<file path="config.mk">
export PLATFORM = sky130hd
export DESIGN_NAME = capdma_top
export DESIGN_NICKNAME = d
export VERILOG_FILES = /design/src/rtl/capdma_pkg.sv /design/src/rtl/capdma_sync.sv /design/src/rtl/capdma_regs.sv /design/src/rtl/capdma_capture.sv /design/src/rtl/capdma_xfer.sv /design/src/rtl/capdma_top.sv
export SDC_FILE = /design/constraint.sdc
export NUM_CORES = 1
export LEC_CHECK = 0
export BUFFER_PORTS_ARGS = -buffer_cell sky130_fd_sc_hd__buf_2
export CAP_MARGIN = 20
export CORE_AREA = 2 2 97 99
export CTS_BUF_LIST = sky130_fd_sc_hd__clkbuf_4
export CTS_CLUSTER_DIAMETER = 40
export CTS_CLUSTER_SIZE = 40
export DETAILED_ROUTE_END_ITERATION = 12
export DIE_AREA = 0 0 99 101
export HOLD_SLACK_MARGIN = 0.05
export PLACE_DENSITY = 0.75
export SKIP_LAST_GASP = 1
export SYNTH_ARGS = -nofsm -noshare
export SYNTH_HDL_FRONTEND = slang
export SYNTH_SLANG_ARGS = --single-unit
export TNS_END_PERCENT = 1
</file>
<file path="constraint.sdc">
create_clock -name clk -period 1.7 [get_ports clk]
set_clock_uncertainty 0.05 [all_clocks]
set_input_delay 0.085 -clock clk [delete_from_list [all_inputs] [get_ports clk]]
set_output_delay 0.085 -clock clk [all_outputs]
set_load 0.01 [all_outputs]
</file>
<file path="src/rtl/capdma_pkg.sv">
package capdma_pkg;
  typedef enum logic [1:0] {
    REG_CTRL   = 2'd0,
    REG_DEST   = 2'd1,
    REG_COUNT  = 2'd2,
    REG_STATUS = 2'd3
  } reg_sel_e;

  localparam int CTRL_RUN_BIT = 0;
  localparam int CTRL_DMA_BIT = 1;
  localparam int ST_PEND_BIT  = 0;
  localparam int ST_OVR_BIT   = 1;
  localparam int ST_DONE_BIT  = 2;
  localparam int HALF_W       = 16;
  localparam int HALF_BYTES   = 2;
endpackage

</file>
<file path="src/rtl/capdma_sync.sv">
module capdma_sync #(
  parameter int SYNC_STAGES = 2
) (
  input  logic clk,
  input  logic rst,
  input  logic pin_i,
  output logic rise_o
);
  localparam int TOP = SYNC_STAGES - 1;

  logic [SYNC_STAGES-1:0] sh_q;
  logic                   last_q;

  always_ff @(posedge clk) begin
    if (rst) begin
      sh_q   <= '0;
      last_q <= 1'b0;
    end else begin
      sh_q   <= {sh_q[TOP-1:0], pin_i};
      last_q <= sh_q[TOP];
    end
  end

  assign rise_o = sh_q[TOP] & ~last_q;
endmodule

</file>
<file path="src/rtl/capdma_regs.sv">
module capdma_regs
  import capdma_pkg::*;
#(
  parameter int ADDR_W = 16,
  parameter int CNT_W  = 8,
  parameter int CFG_W  = 16
) (
  input  logic              clk,
  input  logic              rst,
  input  logic              cfg_we,
  input  logic [1:0]        cfg_addr,
  input  logic [CFG_W-1:0]  cfg_wdata,
  output logic              run_o,
  output logic              dma_en_o,
  output logic [ADDR_W-1:0] base_o,
  output logic [CNT_W-1:0]  count_o,
  output logic              arm_o,
  output logic              clr_pend_o,
  output logic              clr_ovr_o,
  output logic              clr_done_o
);
  reg_sel_e sel;
  logic     wr_status;

  assign sel       = reg_sel_e'(cfg_addr);
  assign wr_status = cfg_we && (sel == REG_STATUS);

  always_ff @(posedge clk) begin
    if (rst) begin
      run_o    <= 1'b0;
      dma_en_o <= 1'b0;
      base_o   <= '0;
    end else if (cfg_we) begin
      if (sel == REG_CTRL) begin
        run_o    <= cfg_wdata[CTRL_RUN_BIT];
        dma_en_o <= cfg_wdata[CTRL_DMA_BIT];
      end
      if (sel == REG_DEST) base_o <= cfg_wdata[ADDR_W-1:0];
    end
  end

  assign arm_o      = cfg_we && (sel == REG_COUNT);
  assign count_o    = cfg_wdata[CNT_W-1:0];
  assign clr_pend_o = wr_status && cfg_wdata[ST_PEND_BIT];
  assign clr_ovr_o  = wr_status && cfg_wdata[ST_OVR_BIT];
  assign clr_done_o = wr_status && cfg_wdata[ST_DONE_BIT];
endmodule

</file>
<file path="src/rtl/capdma_capture.sv">
module capdma_capture
  import capdma_pkg::*;
(
  input  logic              clk,
  input  logic              rst,
  input  logic              run_i,
  input  logic              dma_en_i,
  input  logic              rise_i,
  input  logic              ack_i,
  input  logic              clr_pend_i,
  input  logic              clr_ovr_i,
  output logic [HALF_W-1:0] cnt_o,
  output logic [HALF_W-1:0] cap_o,
  output logic              pend_o,
  output logic              ovr_o,
  output logic              req_o,
  output logic [HALF_W-1:0] req_data_o
);
  logic [HALF_W-1:0] cnt_q;
  logic [HALF_W-1:0] cap_q;
  logic              pend_q;
  logic              ovr_q;

  always_ff @(posedge clk) begin
    if (rst) begin
      cnt_q <= '0;
    end else if (run_i) begin
      cnt_q <= cnt_q + HALF_W'(1);
    end
  end

  always_ff @(posedge clk) begin
    if (rst) begin
      cap_q  <= '0;
      pend_q <= 1'b0;
      ovr_q  <= 1'b0;
    end else begin
      if (rise_i) begin
        cap_q  <= cnt_q;
        pend_q <= 1'b1;
      end else if (ack_i || clr_pend_i) begin
        pend_q <= 1'b0;
      end
      if (rise_i && pend_q) ovr_q <= 1'b1;
      else if (clr_ovr_i)   ovr_q <= 1'b0;
    end
  end

  assign req_o      = rise_i && dma_en_i && !pend_q;
  assign req_data_o = cnt_q;
  assign cnt_o      = cnt_q;
  assign cap_o      = cap_q;
  assign pend_o     = pend_q;
  assign ovr_o      = ovr_q;

  AST_CNT_STEP: assert property (@(posedge clk) disable iff (rst)
    run_i |=> cnt_q == $past(cnt_q) + HALF_W'(1));
  AST_CNT_HOLD: assert property (@(posedge clk) disable iff (rst)
    !run_i |=> $stable(cnt_q));
  AST_OVR_ON_RECAPTURE: assert property (@(posedge clk) disable iff (rst)
    rise_i && pend_q |=> ovr_q && pend_q);
  AST_PEND_CLR_ON_ACK: assert property (@(posedge clk) disable iff (rst)
    ack_i && !rise_i |=> !pend_q);
endmodule

</file>
<file path="src/rtl/capdma_xfer.sv">
module capdma_xfer
  import capdma_pkg::*;
#(
  parameter int ADDR_W = 16,
  parameter int CNT_W  = 8
) (
  input  logic              clk,
  input  logic              rst,
  input  logic              arm_i,
  input  logic [ADDR_W-1:0] base_i,
  input  logic [CNT_W-1:0]  count_i,
  input  logic              clr_done_i,
  input  logic              req_i,
  input  logic [HALF_W-1:0] data_i,
  input  logic              mem_ready_i,
  output logic              mem_valid_o,
  output logic [ADDR_W-1:0] mem_addr_o,
  output logic [HALF_W-1:0] mem_wdata_o,
  output logic              ack_o,
  output logic              done_o
);
  logic [ADDR_W-1:0] ptr_q;
  logic [CNT_W-1:0]  rem_q;
  logic              armed_q;
  logic              valid_q;
  logic [HALF_W-1:0] data_q;
  logic              done_q;
  logic              ack;

  assign ack = valid_q && mem_ready_i;

  always_ff @(posedge clk) begin
    if (rst) begin
      ptr_q   <= '0;
      rem_q   <= '0;
      armed_q <= 1'b0;
      valid_q <= 1'b0;
      data_q  <= '0;
      done_q  <= 1'b0;
    end else if (arm_i) begin
      ptr_q   <= base_i;
      rem_q   <= count_i;
      armed_q <= 1'b1;
      valid_q <= 1'b0;
      done_q  <= 1'b0;
    end else begin
      if (ack) begin
        valid_q <= 1'b0;
        ptr_q   <= ptr_q + ADDR_W'(HALF_BYTES);
        if (rem_q == '0) begin
          armed_q <= 1'b0;
          done_q  <= 1'b1;
        end else begin
          rem_q <= rem_q - CNT_W'(1);
        end
      end else if (req_i && armed_q && !valid_q) begin
        valid_q <= 1'b1;
        data_q  <= data_i;
      end
      if (clr_done_i) done_q <= 1'b0;
    end
  end

  assign mem_valid_o = valid_q;
  assign mem_addr_o  = ptr_q;
  assign mem_wdata_o = data_q;
  assign ack_o       = ack;
  assign done_o      = done_q;

  AST_HOLD_STABLE: assert property (@(posedge clk) disable iff (rst)
    valid_q && !mem_ready_i && !arm_i |=>
      valid_q && $stable(ptr_q) && $stable(data_q));
  AST_ADDR_STEP: assert property (@(posedge clk) disable iff (rst)
    ack && !arm_i |=> ptr_q == $past(ptr_q) + ADDR_W'(HALF_BYTES));
  AST_NO_REQ_AFTER_DONE: assert property (@(posedge clk) disable iff (rst)
    done_q && !arm_i |=> !valid_q);
endmodule

</file>
<file path="src/rtl/capdma_top.sv">
module capdma_top
  import capdma_pkg::*;
#(
  parameter int ADDR_W      = 16,
  parameter int CNT_W       = 8,
  parameter int CFG_W       = 16,
  parameter int SYNC_STAGES = 2
) (
  input  logic              clk,
  input  logic              rst,
  input  logic              cfg_we,
  input  logic [1:0]        cfg_addr,
  input  logic [CFG_W-1:0]  cfg_wdata,
  input  logic              cap_pin,
  output logic [HALF_W-1:0] tmr_count,
  output logic [HALF_W-1:0] cap_value,
  output logic              cap_pend,
  output logic              cap_overrun,
  output logic              xfer_done,
  output logic              mem_valid,
  output logic [ADDR_W-1:0] mem_addr,
  output logic [HALF_W-1:0] mem_wdata,
  input  logic              mem_ready
);
  logic              run, dma_en, arm, clr_pend, clr_ovr, clr_done;
  logic [ADDR_W-1:0] base;
  logic [CNT_W-1:0]  count;
  logic              rise, req, ack;
  logic [HALF_W-1:0] req_data;

  capdma_regs #(.ADDR_W(ADDR_W), .CNT_W(CNT_W), .CFG_W(CFG_W)) u_regs (
    .clk(clk), .rst(rst), .cfg_we(cfg_we), .cfg_addr(cfg_addr),
    .cfg_wdata(cfg_wdata), .run_o(run), .dma_en_o(dma_en), .base_o(base),
    .count_o(count), .arm_o(arm), .clr_pend_o(clr_pend),
    .clr_ovr_o(clr_ovr), .clr_done_o(clr_done)
  );

  capdma_sync #(.SYNC_STAGES(SYNC_STAGES)) u_sync (
    .clk(clk), .rst(rst), .pin_i(cap_pin), .rise_o(rise)
  );

  capdma_capture u_cap (
    .clk(clk), .rst(rst), .run_i(run), .dma_en_i(dma_en), .rise_i(rise),
    .ack_i(ack), .clr_pend_i(clr_pend), .clr_ovr_i(clr_ovr),
    .cnt_o(tmr_count), .cap_o(cap_value), .pend_o(cap_pend),
    .ovr_o(cap_overrun), .req_o(req), .req_data_o(req_data)
  );

  capdma_xfer #(.ADDR_W(ADDR_W), .CNT_W(CNT_W)) u_xfer (
    .clk(clk), .rst(rst), .arm_i(arm), .base_i(base), .count_i(count),
    .clr_done_i(clr_done), .req_i(req), .data_i(req_data),
    .mem_ready_i(mem_ready), .mem_valid_o(mem_valid), .mem_addr_o(mem_addr),
    .mem_wdata_o(mem_wdata), .ack_o(ack), .done_o(xfer_done)
  );
endmodule

</file>
==> flow_summary.json, run 1 <==
{
  "ys.flop_type": "dfxtp_1",
  "cts_tree": "yes",
  "mostFrequentLayoutCells": "dfxtp_1, buf_2, nand2_1",
  "grt_usage_pct": 20.3,
  "n_antenna_cell": 0,
  "max-cap-violations": 0,
  "report.final.slew_viol_count": 0,
  "synth_cells": 473,
  "final_common_cell": "dfxtp_1",
  "synthTopCellsByArea": "dfxtp_1, nand2_1, a21oi_1",
  "slew_headroom_pct": 73.0,
  "drt-initial-drc-count": 116,
  "cp-end-kind": "flip-flop",
  "period_needed_ns": 1.67,
  "start_util_pct": 45.3,
  "rsz0062_at_grt": "yes",
  "synth_edf_count": 0,
  "clk_latency_ns": 0.45,
  "area_growth_pct": 28.0,
  "syn_area_mm2": 0.00407,
  "grt_pass1_wl_um": 16600,
  "dieHeight_um": 101,
  "synth_xor_area_share_pct": 5.38,
  "die_area_mm2": 0.0100,
  "wl_um": 9880,
  "powerDensity_mw_per_mm2": 819,
  "nFillCells": 771,
  "yosysSeqAreaShare_pct": 48.2,
  "drc": 0,
  "place_congestion": 0.851,
  "yosysUniqueCellTypes": 46,
  "rows": 35,
  "peakVddDrop_mv": 0.491,
  "finalWorstSetupSlack_ns": 0.0268,
  "hold_class": "input pin to flip-flop",
  "slowest_delay_ns": 0.46,
  "critPathSlowestCell": "dfxtp_1",
  "grt_pass1_vias": 3560,
  "boundaryPins": 91,
  "yosysTopAreaCellShare_pct": 48.2,
  "avgSynthCellArea_um2": 8.60,
  "met2_usage_pct": 33.3,
  "yosysTopAreaCell": "dfxtp_1",
  "min_period_over_period_pct": 98.4,
  "outcome": "completed",
  "ant_nets": 0,
  "startpoint_type": "flip-flop",
  "worst_hold_slack_ns": 0.338,
  "clock_path_buffers": 2,
  "cts_root_buffer": "clkbuf_4",
  "syn_nets": 500,
  "via_per_inst": 5.29,
  "drt-pass1-iter-count": 4,
  "synth.area.mux_share_pct": 5.44,
  "reg2reg_depth": 5,
  "use_met3_pct": 4.30,
  "leakagePower_nw": 2.24,
  "htree_levels": 3,
  "cp_max_fo": 7,
  "cts.sinks": 98,
  "fmaxAchievable_ghz": 0.598,
  "synth_top_family_by_area": "simple AND/OR/NAND/NOR gates",
  "arrival_ns": 1.99,
  "crit_type": "flip-flop to flip-flop",
  "grt.busiest_layer": "met2",
  "grt_util_met1_pct": 26.6,
  "cts_made_buffers": 9,
  "core_area_mm2": 0.00898,
  "die_x_um": 99,
  "min_path_cells": 3,
  "crit_chain": "buf_4, nand4bb_1, nor4_2, mux2i_1, a211oi_1",
  "antenna_found_initial": 0,
  "synth_fa_ha_area_share_pct": 1.23,
  "io_buffers": 90,
  "tightest_slew_ns": 0.404,
  "total_power_mw": 4.26,
  "finalSetupViolCount": 0,
  "cp.required_ns": 2.02,
  "drive_above_1_share_pct": 24.5,
  "ys_ff_latch": 98,
  "synth_warnings": 0,
  "wl_per_cell_um": 13.9,
  "dp_hpwl_um": 6870,
  "cts.clk_slew.worst_paths_ns": 0.14,
  "hold_violations": 0,
  "vias": 3756,
  "ys_async_sr_fraction_pct": 0,
  "fin_nets": 622,
  "dpl_worst_slack_ns": -0.115,
  "yosys.area_share.simple_pct": 24.1,
  "synth-compound-area-share_pct": 12.1,
  "grt_max_degree": 54,
  "overflow": 0
}
==> metal layers <==
metal  vias up  wire length, um
met1      1780             4620
met5         -                0
met2        92             4650
met3        10              483
li1       1874                -
met4         0              127
==> state kept, by name, summed over array words and instances (netlist names), 2 cells and up <==
signal              count
u_cap.cnt_o            16
u_xfer.mem_wdata_o     16
u_xfer.mem_addr_o      16
u_sync.sh_q             2
u_regs.base_o          16
u_cap.cap_o            16
u_xfer.rem_q            8
==> power by group <==
part | switching (mW) | internal [mW] | total, mW | leakage (nW)
Combinational | 0.190 | 0.164 | 0.354 | 1.35
Sequential | 0.0446 | 2.35 | 2.39 | 0.795
Clock | 0.778 | 0.741 | 1.52 | 0.0886
Total | 1.01 | 3.25 | 4.26 | 2.24
==> worst max-delay path, delay by kind of cell, from the launching register on <==
family | cells | cell delay (ns)
AND/OR/NAND/NOR | 2 | 0.53
buffers and inverters | 1 | 0.16
flip-flops | 1 | 0.46
AO/OA/AOI/OAI | 1 | 0.25
multiplexers | 1 | 0.14
==> layout make-up <==
cell class                      instances  area, um2  share of cell area, %
Multi-Input combinational cell        340       1990                   38.2
Clock buffer                            9       67.6                   1.30
Clock inverter                          6        114                   2.19
Sequential cell                        98       1960                   37.7
Tap cell                              111        139                   2.67
Inverter                                5       18.8                  0.360
Timing Repair Buffer                  141        916                   17.6
==> per-stage QoR <==
step | instance area [um2] | utilization (%) | TNS [ns] | std cells
3_5_place_dp | 4770 | 53.1 | -0.236 | 672
6_report | 5210 | 58.0 | 0 | 710
3_3_place_gp | 4770 | 53.1 | 0 | 672
4_1_cts | 5180 | 57.7 | -0.0729 | 710
2_1_floorplan | 4070 | - | 0 | 473
5_1_grt | 5210 | 58.0 | -0.414 | 710
==> kinds of logic after synthesis <==
kind of cell	after synthesis
simple gates	208
flops	98
compound gates	81
buf+inv	35
xor+xnor	25
mux	22
fa+ha+maj	4
==> synthesized netlist by cell type (all sizes together), types with 3 or more instances <==
cell     n
nor4     8
xnor2   17
or3      5
dfxtp   98
inv      5
nor2b    6
nand2   84
o21ai   10
a211oi  16
clkbuf  21
a311oi   3
xor2     8
buf      9
nor2    56
a21oi   45
mux2i   21
ha       4
nand4   12
nor3     9
and3     3
nand3   10
==> worst paths after layout <==
kind                                         from                      endpoint  slack (ns)
hold reg to reg         u_sync.sh_q[0]$_SDFF_PP0_     u_sync.sh_q[1]$_SDFF_PP0_        0.41
hold / removal                            cap_pin     u_sync.sh_q[0]$_SDFF_PP0_        0.34
setup / recovery  u_xfer.mem_valid_o$_SDFFE_PP0P_  u_xfer.rem_q[5]$_SDFFE_PP0P_        0.03
setup reg to reg  u_xfer.mem_valid_o$_SDFFE_PP0P_  u_xfer.rem_q[5]$_SDFFE_PP0P_        0.03
==> timing repair <==
action / CTS / global route
pin swaps: 0 / 1
hold buffers: 23 / 0
endpoints found under the hold margin: 44 / 0
gates resized for setup: 1 / 7
endpoints found under the setup margin: 4 / 11
setup buffers: 0 / 0
(Power assumes the default switching activity.)
==> inputs of run 2 (changes only) <==
--- a/config.mk
+++ b/config.mk
@@ -5,18 +5,18 @@
 export SDC_FILE = /design/constraint.sdc
 export NUM_CORES = 1
 export LEC_CHECK = 0
+export ABC_AREA = 1
 export BUFFER_PORTS_ARGS = -buffer_cell sky130_fd_sc_hd__buf_2
 export CAP_MARGIN = 20
-export CORE_AREA = 2 2 97 99
+export CORE_AREA = 2 2 99 101
 export CTS_BUF_LIST = sky130_fd_sc_hd__clkbuf_4
 export CTS_CLUSTER_DIAMETER = 40
 export CTS_CLUSTER_SIZE = 40
 export DETAILED_ROUTE_END_ITERATION = 12
-export DIE_AREA = 0 0 99 101
+export DIE_AREA = 0 0 101 103
 export HOLD_SLACK_MARGIN = 0.05
 export PLACE_DENSITY = 0.75
 export SKIP_LAST_GASP = 1
 export SYNTH_ARGS = -nofsm -noshare
 export SYNTH_HDL_FRONTEND = slang
 export SYNTH_SLANG_ARGS = --single-unit
-export TNS_END_PERCENT = 1
==> run 2 against run 1 <==
  * Global-route usage rose by 1.8 points
  * Synthesized area rose by 6.0%
  * Combinational power rose by 17%
  * Clock power fell by 9%
  * Core utilization fell by 2.5 points
  * Worst setup slack improved by 0.11 ns
  * Power fell by 1.5%
  * Wire length rose by 10%
  * Die area rose by 4.0%
  * Clock-buffer cell count did not move
  * Largest power group unchanged
==> flow_summary.json, run 2 <==
{
  "grt_pass1_wl_um": 18400,
  "path_buf_inv": 2,
  "yosysUniqueCellTypes": 29,
  "outcome": "completed",
  "crit_chain": "nand2_1, nand2_4, nor2_4, buf_12, clkinv_2, nor2_1, nor2_1",
  "synth_edf_count": 0,
  "drc": 0,
  "dpl.cell_count": 792,
  "area_growth_pct": 21.9,
  "cts.clk_slew.worst_paths_ns": 0.15,
  "arrival_ns": 1.89,
  "report.final.slew_viol_count": 0,
  "grt_usage_pct": 22.1,
  "io_buffers": 90,
  "peakVddDrop_mv": 0.429,
  "fin_nets": 737,
  "grt_max_degree": 43,
  "fin_tns_setup_ns": 0,
  "fin_cells": 828,
  "critPathSlowestCell": "dfxtp_1",
  "post_cts_buffers": 0,
  "nFillCells": 903,
  "cts_made_buffers": 9,
  "vias": 4197,
  "yosysSeqAreaShare_pct": 45.5,
  "dieHeight_um": 103,
  "finalSetupViolCount": 0,
  "multiInputGateArea_mm2": 0.00192,
  "antenna_found_initial": 0,
  "synth_common_cells": "dfxtp_1, nand2_1, nor2_1",
  "start_util_pct": 45.6,
  "die_x_um": 101,
  "max-cap-violations": 0,
  "cts_root_buffer": "clkbuf_4",
  "hold_class": "input pin to flip-flop",
  "ant_nets": 0,
  "tightest_slew_ns": 0.614,
  "slew_headroom_pct": 59.0,
  "clock_path_buffers": 2,
  "startpoint_type": "flip-flop",
  "ff_latch_area_mm2": 0.00196,
  "cp_max_fo": 30,
  "n_antenna_cell": 0,
  "yosysTopAreaCellShare_pct": 45.5,
  "slowest_delay_ns": 0.37,
  "ys.flop_type": "dfxtp_1",
  "wl_per_cell_um": 13.2,
  "ys_ff_latch": 98,
  "synth_cells": 600,
  "overflow": 0,
  "drive_above_1_share_pct": 19.5,
  "syn_nets": 627,
  "cp.required_ns": 2.02,
  "period_needed_ns": 1.57,
  "powerDensity_mw_per_mm2": 800,
  "via_per_inst": 5.07,
  "cp-end-kind": "flip-flop",
  "core_area_mm2": 0.00946,
  "ys_async_sr_fraction_pct": 0,
  "syn_area_mm2": 0.00431,
  "rsz0062_at_grt": "no",
  "synth_warnings": 0,
  "yosysTopAreaCell": "dfxtp_1",
  "leakagePower_nw": 2.42,
  "cts.sinks": 98,
  "drt-initial-drc-count": 153,
  "mostFrequentLayoutCells": "nand2_1, dfxtp_1, buf_2",
  "drt-pass1-iter-count": 5,
  "fmaxAchievable_ghz": 0.638,
  "crit_type": "flip-flop to flip-flop",
  "wl_um": 10900,
  "crit_family": "simple AND/OR/NAND/NOR gates",
  "die_area_mm2": 0.0104,
  "finalWorstSetupSlack_ns": 0.133,
  "hold_violations": 0,
  "clk_latency_ns": 0.45,
  "grt_pass1_vias": 4062,
  "min_period_over_period_pct": 92.2,
  "crit_path_frequent_cell": "nor2_1",
  "place_congestion": 0.865,
  "rows": 36,
  "dp_hpwl_um": 7630,
  "htree_levels": 3,
  "dpl_worst_slack_ns": 0.187,
  "avgSynthCellArea_um2": 7.19,
  "synthTopCellsByArea": "dfxtp_1, nand2_1, o21ai_0",
  "boundaryPins": 91,
  "cts_tree": "yes"
}
-- run 2: path summary, 6_finish.rpt --
kind,start,end,slack (ns),cells past startpoint
max reg2reg,u_xfer.mem_valid_o$_SDFFE_PP0P_,u_xfer.mem_wdata_o[4]$_SDFFE_PP0P_,0.13,7
min,cfg_we,u_cap.ovr_o$_SDFFE_PP0P_,0.05,6
max,u_xfer.mem_valid_o$_SDFFE_PP0P_,u_xfer.mem_wdata_o[4]$_SDFFE_PP0P_,0.13,7
min reg2reg,u_sync.sh_q[0]$_SDFF_PP0_,u_sync.sh_q[1]$_SDFF_PP0_,0.37,2
-- run 2: cell type report --
type	instances	share of cell area [%]
Clock buffer	9	1.29
Clock inverter	6	1.76
Sequential cell	98	37.3
Tap cell	114	2.71
Multi-Input combinational cell	399	36.6
Timing Repair Buffer	120	14.3
Inverter	82	5.95
-- run 2: logic make-up (layout without fill, tap and decap cells) --
family / after synthesis / in the layout / share of synthesized area, %
buf+inv: 103 / 217 / 9.95
compound gates: 145 / 145 / 17.2
xor+xnor: 7 / 7 / 1.42
flops: 98 / 98 / 45.5
fa+ha+maj: 4 / 4 / 1.16
simple gates: 243 / 243 / 24.8
-- run 2: worst min-delay path: stages --
cell,delay [ns]
buf_2,0.09
nand2_1,0.09
inv_1,0.10
nand3_1,0.07
nand2_1,0.06
a21oi_1,0.05
-- run 2: power by group --
group          leakage, nW  switching, mW  total [mW]  internal, mW
clock network       0.0782          0.790        1.38         0.593
logic                 1.55          0.247       0.414         0.167
registers            0.796         0.0406        2.40          2.36
total                 2.42           1.08        4.20          3.12
-- run 2: metal layers --
metal | part of all wire (%) | vias up | GRT usage (%)
met5 | 0 | - | 0
met4 | 1.4 | 0 | 6.86
met3 | 5.8 | 18 | 4.81
met2 | 49 | 125 | 39.0
met1 | 44 | 1904 | 27.0
li1 | - | 2150 | -
-- run 2: timing repair --
| item | CTS | global route |
|---|---|---|
| resized for setup | 0 | 2 |
| setup endpoints to repair | 0 | 2 |
| endpoints found under the hold margin | 29 | 0 |
| hold buffers | 21 | 0 |
-- run 2: metrics by stage --
step / hold slack, ns / cell area, um2 / util (%) / power (mW)
after floorplan: 0.142 / 4310 / - / 2.69
after global placement: 0.264 / 4880 / 51.6 / 2.82
after detailed placement: 0.265 / 4880 / 51.6 / 2.82
after CTS: 0.0579 / 5250 / 55.5 / 4.22
after global routing: 0.0770 / 5250 / 55.5 / 4.37
final: 0.0527 / 5250 / 55.5 / 4.20
==> inputs of run 3 (changes only) <==
--- a/config.mk
+++ b/config.mk
@@ -15,7 +15,7 @@
 export DETAILED_ROUTE_END_ITERATION = 12
 export DIE_AREA = 0 0 101 103
 export HOLD_SLACK_MARGIN = 0.05
-export PLACE_DENSITY = 0.75
+export PLACE_DENSITY_LB_ADDON = 0.25
 export SKIP_LAST_GASP = 1
 export SYNTH_ARGS = -nofsm -noshare
 export SYNTH_HDL_FRONTEND = slang
==> constraint.sdc (replaced) <==
create_clock -name clk -period 1.6 [get_ports clk]
set_clock_uncertainty 0.05 [all_clocks]
set_input_delay 0.08 -clock clk [delete_from_list [all_inputs] [get_ports clk]]
set_output_delay 0.08 -clock clk [all_outputs]
set_load 0.01 [all_outputs]
==> run 3 against run 2 <==
  * Sequential cell count unchanged
  * Design area up 2.5%
  * Sequential share of layout area down 0.81 points
  * Core utilization up 1.4 points
  * Non-clock buffer count up 10
  * Power up 7.2%
==> flow_summary.json, run 3 (same netlist as run 2, synthesis figures left out) <==
{
  "outcome": "completed",
  "total_power_mw": 4.50,
  "swShare_pct": 26.0,
  "slew_headroom_pct": 56.9,
  "post_cts_buffers": 0,
  "n_antenna_cell": 0,
  "hold_class": "input pin to flip-flop",
  "p_int_mw": 3.33,
  "cts_root_buffer": "clkbuf_4",
  "dieHeight_um": 103,
  "drt-initial-drc-count": 154,
  "cp-end-kind": "flip-flop",
  "final_common_cell": "nand2_1",
  "dpl.cell_count": 797,
  "wl_per_cell_um": 13.6,
  "overflow": 0,
  "crit_type": "input pin to flip-flop",
  "grt_max_degree": 39,
  "fin_nets": 747,
  "antenna_found_initial": 0,
  "fin_cells": 839,
  "rsz0062_at_grt": "no",
  "arrival_ns": 1.86,
  "multiInputGateArea_mm2": 0.00196,
  "grt_pass1_vias": 4135,
  "crit_family": "buffers and inverters",
  "cts_tree": "yes",
  "fin_tns_setup_ns": 0,
  "cp.required_ns": 1.93,
  "clock_path_buffers": 2,
  "final_core_util_pct": 56.9,
  "start_util_pct": 45.6,
  "tightest_slew_ns": 0.646,
  "path_buf_inv": 5,
  "die_area_mm2": 0.0104,
  "mostFrequentLayoutCells": "nand2_1, dfxtp_1, buf_2",
  "cts.clk_slew.worst_paths_ns": 0.16,
  "slowest_delay_ns": 0.58,
  "wl_um": 11400,
  "startpoint_type": "input pin",
  "hold_violations": 0,
  "cts.sinks": 98,
  "period_needed_ns": 1.52,
  "power_frac_comb_pct": 10.2,
  "area_growth_pct": 24.9,
  "rows": 36,
  "p_clk_share_pct": 33.0,
  "grt_pass1_wl_um": 18600,
  "power_frac_seq_pct": 56.8,
  "drive_above_1_share_pct": 21.0,
  "peakVddDrop_mv": 0.490,
  "drt-pass1-iter-count": 5,
  "htree_levels": 3,
  "cp_max_fo": 38,
  "finalSetupViolCount": 0,
  "crit_chain": "dlygate4sd3_1, buf_2, inv_1, buf_12, o21ai_0, dlygate4sd3_1, a21oi_1",
  "power.switching_mw": 1.17,
  "leakagePower_nw": 2.47,
  "critPathSlowestCell": "dlygate4sd3_1",
  "cts_made_buffers": 9,
  "grt_usage_pct": 22.5,
  "core_area_mm2": 0.00946,
  "min_period_over_period_pct": 95.3,
  "ant_nets": 0,
  "crit_path_frequent_cell": "dlygate4sd3_1",
  "powerDensity_mw_per_mm2": 836,
  "nFillCells": 931,
  "io_buffers": 90,
  "place_congestion": 0.886,
  "dp_hpwl_um": 7870,
  "ff_latch_area_mm2": 0.00197,
  "vias": 4219,
  "boundaryPins": 91,
  "report.final.slew_viol_count": 0,
  "max-cap-violations": 0,
  "drc": 0,
  "via_per_inst": 5.03,
  "fmaxAchievable_ghz": 0.656,
  "clk_latency_ns": 0.44,
  "die_x_um": 101
}
==> run 3: metal layers <==
| layer | global-route usage (%) | share of wire [%] |
|---|---|---|
| met5 | 0 | 0 |
| met2 | 40.7 | 50 |
| met3 | 3.86 | 5.1 |
| met1 | 27.4 | 44 |
| met4 | 7.17 | 1.6 |
==> run 3: final timing paths <==
| kind | start | to | slack [ns] | cells past startpoint |
|---|---|---|---|---|
| min | mem_ready | u_cap.pend_o$_SDFFE_PP0P_ | 0.08 | 4 |
| max | rst | u_regs.base_o[8]$_SDFFE_PP0P_ | 0.08 | 7 |
| max reg2reg | u_xfer.rem_q[1]$_SDFFE_PP0P_ | u_xfer.rem_q[3]$_SDFFE_PP0P_ | 0.17 | 10 |
| min reg2reg | u_sync.sh_q[0]$_SDFF_PP0_ | u_sync.sh_q[1]$_SDFF_PP0_ | 0.38 | 2 |
==> run 3: worst register-to-register path: stages (launching register included) <==
cell and delay, ns:
dfxtp_1 0.36, inv_1 0.10, ha_1 0.15, inv_1 0.04
nor2_2 0.12, nand2_2 0.10, nand2_2 0.09, nand2_2 0.09
inv_2 0.09, nand2_1 0.05, a21oi_1 0.13
==> run 3: power by group through the flow <==
stage	combinational [mW]	clock, mW	sequential, mW
after floorplan	0.238	0	2.62
after global placement	0.391	0	2.60
after detailed placement	0.400	0	2.61
after CTS	0.450	1.51	2.55
after global routing	0.517	1.63	2.57
final	0.458	1.49	2.56
==> run 3: timing repair <==
action / 4_1_cts / 5_1_grt
gates resized for setup: 0 / 14
hold buffers: 26 / 0
endpoints found under the setup margin: 0 / 13
hold endpoints to repair: 30 / 0
==> run 3: area by class of cell <==
type	count	area share (%)
sequential	98	36.5
multi-input combinational	399	36.5
timing repair buffer	130	15.6
inverter	82	5.76
tap	114	2.65
clock inverter	7	1.70
clock buffer	9	1.25
==> run 3: per-stage QoR <==
stage          instance area (um2)  hold slack [ns]  worst slack, ns
6_report                      5380           0.0844           0.0757
5_1_grt                       5380           0.0744          0.00990
4_1_cts                       5340           0.0720           0.0399
3_5_place_dp                  4920            0.263           0.0699
3_3_place_gp                  4920            0.254            0.139
2_1_floorplan                 4310            0.137            0.209
